## config.mk

```make
export PLATFORM = sky130hd
export DESIGN_NAME = byte_order_unit
export DESIGN_NICKNAME = d
export VERILOG_FILES = /design/src/rtl/byte_order_unit.sv
export SDC_FILE = /design/constraint.sdc
export NUM_CORES = 1
export LEC_CHECK = 0
export ABC_AREA = 1
export BUFFER_PORTS_ARGS = -buffer_cell sky130_fd_sc_hd__buf_2
export CAP_MARGIN = 20
export CORE_ASPECT_RATIO = 0.9
export CORE_MARGIN = 2
export CORE_UTILIZATION = 51
export DETAILED_ROUTE_END_ITERATION = 8
export PLACE_DENSITY = 0.84
export RECOVER_POWER = 50
export SLEW_MARGIN = 20
export SYNTH_ARGS = -nofsm -noshare
export SYNTH_HDL_FRONTEND = slang
export SYNTH_SLANG_ARGS = --single-unit
```

## constraint.sdc

```tcl
create_clock -name clk -period 3.4 [get_ports clk]
set_input_delay 0.85 -clock clk [delete_from_list [all_inputs] [get_ports clk]]
set_output_delay 0.85 -clock clk [all_outputs]
set_load 0.005 [all_outputs]
```

## src/rtl/byte_order_unit.sv

```systemverilog
module byte_order_unit #(
  parameter logic [7:0] OP_GROUP = 8'hd4,
  parameter logic [7:0] ORDER_BIT = 8'h08
) (
  input  logic        clk,
  input  logic        rst_n,
  input  logic        in_valid,
  input  logic [7:0]  in_opcode,
  input  logic [31:0] in_imm,
  input  logic [63:0] in_dst,
  output logic        out_valid,
  output logic        out_wen,
  output logic        out_illegal,
  output logic [63:0] out_value
);
  localparam int WORD_W = 64;
  localparam int NUM_W  = 3;

  logic [WORD_W-1:0] swapped [NUM_W];
  logic [WORD_W-1:0] conv;
  logic              group_hit, big, w16, w32, w64, legal;

  assign group_hit = (in_opcode & ~ORDER_BIT) == OP_GROUP;
  assign big       = |(in_opcode & ORDER_BIT);
  assign w16       = in_imm == 32'd16;
  assign w32       = in_imm == 32'd32;
  assign w64       = in_imm == 32'd64;
  assign legal     = in_valid && group_hit && (w16 || w32 || w64);

  for (genvar w = 0; w < NUM_W; w++) begin : g_width
    localparam int NB = 2 << w;
    for (genvar b = 0; b < NB; b++) begin : g_byte
      assign swapped[w][8*b +: 8] = in_dst[8*(NB-1-b) +: 8];
    end
    if (NB * 8 < WORD_W) begin : g_fill
      assign swapped[w][WORD_W-1:NB*8] = '0;
    end
  end

  always_comb begin
    conv = in_dst;
    if (big) begin
      if (w16)      conv = swapped[0];
      else if (w32) conv = swapped[1];
      else          conv = swapped[2];
    end else begin
      if (w16)      conv = {48'd0, in_dst[15:0]};
      else if (w32) conv = {32'd0, in_dst[31:0]};
    end
  end

  always_ff @(posedge clk) begin
    if (!rst_n) begin
      out_valid   <= 1'b0;
      out_wen     <= 1'b0;
      out_illegal <= 1'b0;
      out_value   <= '0;
    end else begin
      out_valid   <= in_valid;
      out_wen     <= legal;
      out_illegal <= in_valid && !legal;
      out_value   <= legal ? conv : '0;
    end
  end

  a_r2_valid_follows: assert property (@(posedge clk) disable iff (!rst_n)
    in_valid |=> out_valid);
  a_r2_idle_follows: assert property (@(posedge clk) disable iff (!rst_n)
    !in_valid |=> !out_valid);
  a_r7_one_outcome: assert property (@(posedge clk) disable iff (!rst_n)
    out_valid |-> $countones({out_wen, out_illegal}) == 1);
  a_r7_quiet_idle: assert property (@(posedge clk) disable iff (!rst_n)
    !out_valid |-> (!out_wen && !out_illegal && out_value == '0));
  a_r5_bad_width: assert property (@(posedge clk) disable iff (!rst_n)
    (in_valid && in_imm != 32'd16 && in_imm != 32'd32 && in_imm != 32'd64)
    |=> (out_illegal && !out_wen && out_value == '0));
  a_r6_foreign_opcode: assert property (@(posedge clk) disable iff (!rst_n)
    (in_valid && in_opcode != 8'hd4 && in_opcode != 8'hdc)
    |=> (out_illegal && !out_wen));
  a_r3_le64_pass: assert property (@(posedge clk) disable iff (!rst_n)
    (in_valid && in_opcode == 8'hd4 && in_imm == 32'd64)
    |=> (out_wen && out_value == $past(in_dst)));
  a_r8_zero_above16: assert property (@(posedge clk) disable iff (!rst_n)
    (in_valid && in_imm == 32'd16) |=> (out_value[63:16] == '0));
  a_r8_zero_above32: assert property (@(posedge clk) disable iff (!rst_n)
    (in_valid && in_imm == 32'd32) |=> (out_value[63:32] == '0));
endmodule

```

==> results.md <==
* Number of synthesized flops with an enable pin at 0
* Final setup fails at 0
* Die span in y at 84.8 um
* Port Buffers at 173
* Hpwl dp at 8580 um
* Max clock buf depth at 2
* Period utilization at 0.699
* Peak Freq at 421 MHz
* # diodes at 0
* Syn nets at 661
* Setup Buffers After CTS at 0
* Slew margin rel. at 0.321
* Arr. time, crit path at roughly 2.6 ns
* Final min period at approximately 2.4 ns
* Post-synth top area share at 0.363
* Most frequent cell after synthesis: nand2_1
* H-tree Lvls at 3
* Maximum capacitance violations at 0
* Total GRT Usage at 0.289
* Ranking of synthesized cells by area: dfxtp_1, nand2_1, nand3_1, nor2_1, a21oi_2
* Critical setup path kind: input pin to flip-flop
* Setup TNS at 0 ns
* Cell Area, Placed at 4550 um2
* DP Worst Slack at approximately 0.71 ns
* P&R area growth vs syn at 27.3%
* Worst-path clk slew at 0.07 ns
* Slowest library cell on the worst path: nor2_2
* Crit path top cell by count: nor2_1
* Routability Congestion at 0.882
* Routed Antenna Nets at 0
* Ys flop type: dfxtp_1
* HP Class: input pin to flip-flop
* Resized Gates After CTS at 0
* Ys Warns at 0
* Wirelength, routed at ~12,000 um
* Layout Nets at approximately 800
* TritonCTS clock tree: done
* Post-Place Cells at slightly below 800
* Syn Inst Count at ~550
* Tightest Pin Transition at around 1 ns
* Row cnt at 29
* Post-CTS Hold Fix Bufs at 0
* Max incr delay on CP at 0.63 ns
* Vias in the first global route at between 3,000 and 4,000
* Pin count of the biggest net entering global routing at approximately 70
* CP Capture Type: flip-flop
* Leading area contributor after synthesis: dfxtp_1
* Drt first pass iters at 5
* RSZ-0062 raised after global routing: no
* Synth Area per Inst at 6.68 um2
* # IOs at 174
* Pleak at about 2.5 nW
* Die area at 7950 um2
* Worst endpoint required time at 3.67 ns
* FF+latch count, synth at 67
* Synth top cells by count: nand2_1, nor2_1, nand3_1, dfxtp_1, inv_1
* Max VDD drop at 199 uV
* Global-route wire length before repair at 18,100 um
* Initial DRC count at 384
* Layout cells sized above 1 at 0.322
* Post-route setup slack at 1.02 ns
* CTS Buf Count at 9
* CP Max Fanout at 16
* CTS Sinks at 67
* Vias per Instance at 5.21
* GRT overflow at 0
* Finished Core Util at 0.669
* Status: finished clean
* Fin cells at 808
* Hold Fails Final Rpt at 0
* Initial core utilization at 0.526
* DR vias at 4,210
* Die width at 93.8 um
* CP Cell Sequence: buf_2 -> nor2_1 -> nand2_1 -> nor2_1 -> nand2_1 -> nor2_4 -> nor2_2 -> nand4_4 -> nor2_1
* Core area at 7040 um2
* Clock Tree Root: clkbuf_8
* Initial antenna violation count at 0
* Asr flop ratio synth at 0
* Drt drc at 0
* Ratio of total power to cell area at between 300 and 400 nW/um2
* Fin area at 4710 um2
* Final Slew Violations at 0
* Register area share after synthesis at 0.363
* Synth cell types at 23
* Wirelength per Cell at 14.4 um
* Setup crit start kind: input pin
* Cell Area, Synth at between 3000 and 4000 um2
[cells in the final DEF, fill, tap and decap left out]
cell and instances:
nand3_1 68, or2_2 7, nand2_2 2, clkbuf_1 25, buf_4 8, nand3_4 2
clkinv_4 1, inv_1 65, inv_2 1, nor2_4 1, o21ai_1 2, clkbuf_8 9
nor4_4 1, a21oi_2 29, nor2_1 73, nand4_4 1, bufinv_16 1, o21ai_0 7
clkinv_2 3, buf_2 149, dfxtp_1 67, a21oi_1 20, buf_1 1, nor2_2 15
nand2_1 125, nand4_1 32
[path summary, 6_finish.rpt]
check / startpoint / endpoint / slack (ns) / depth (start not counted)
setup / recovery: in_imm[31] / out_value[63] / 1.02 / 9
hold / removal: in_valid / out_valid / 0.72 / 3
[worst max-delay path, delay by kind of cell]
family,cells,cell delay [ns]
buffers and inverters,1,0.08
AND/OR/NAND/NOR,8,1.72
[power by group]
group	internal, mW	leakage [nW]	switching (mW)
logic	0.0902	1.83	0.135
registers	0.785	0.540	0.000387
clock network	0.337	0.0971	0.301
[state kept, by name, indices dropped and copies added, names as in the netlist]
signal / flops
out_illegal: 1
out_valid: 1
out_value: 64
out_wen: 1
[layout make-up]
cell class | instances | area, um2
Fill cell | 673 | 2330
Multi-Input combinational cell | 385 | 1920
Sequential cell | 67 | 1340
Timing Repair Buffer | 181 | 896
Inverter | 66 | 248
Clock buffer | 11 | 131
Tap cell | 93 | 116
Clock inverter | 5 | 53.8
[cells by family after synthesis]
family | share of synthesized area
simple gates | 0.412
buf+inv | 0.118
flops | 0.363
compound gates | 0.108
[per-stage QoR]
step / hold WS [ns] / power [mW]
floorplan: 0.961 / 0.920
global placement: 1.08 / 1.02
detailed placement: 1.07 / 1.03
CTS: 0.715 / 1.65
global route: 0.744 / 1.71
finish: 0.720 / 1.65
[per-layer routing]
metal	global-route usage	vias to the layer above	share of wire
li1	-	2077	-
met1	0.399	1863	0.43
met2	0.454	258	0.45
met3	0.0700	12	0.11
met4	0.0764	0	0.0091
met5	0	-	0
No activity file was read; power rests on OpenSTA's default activity.
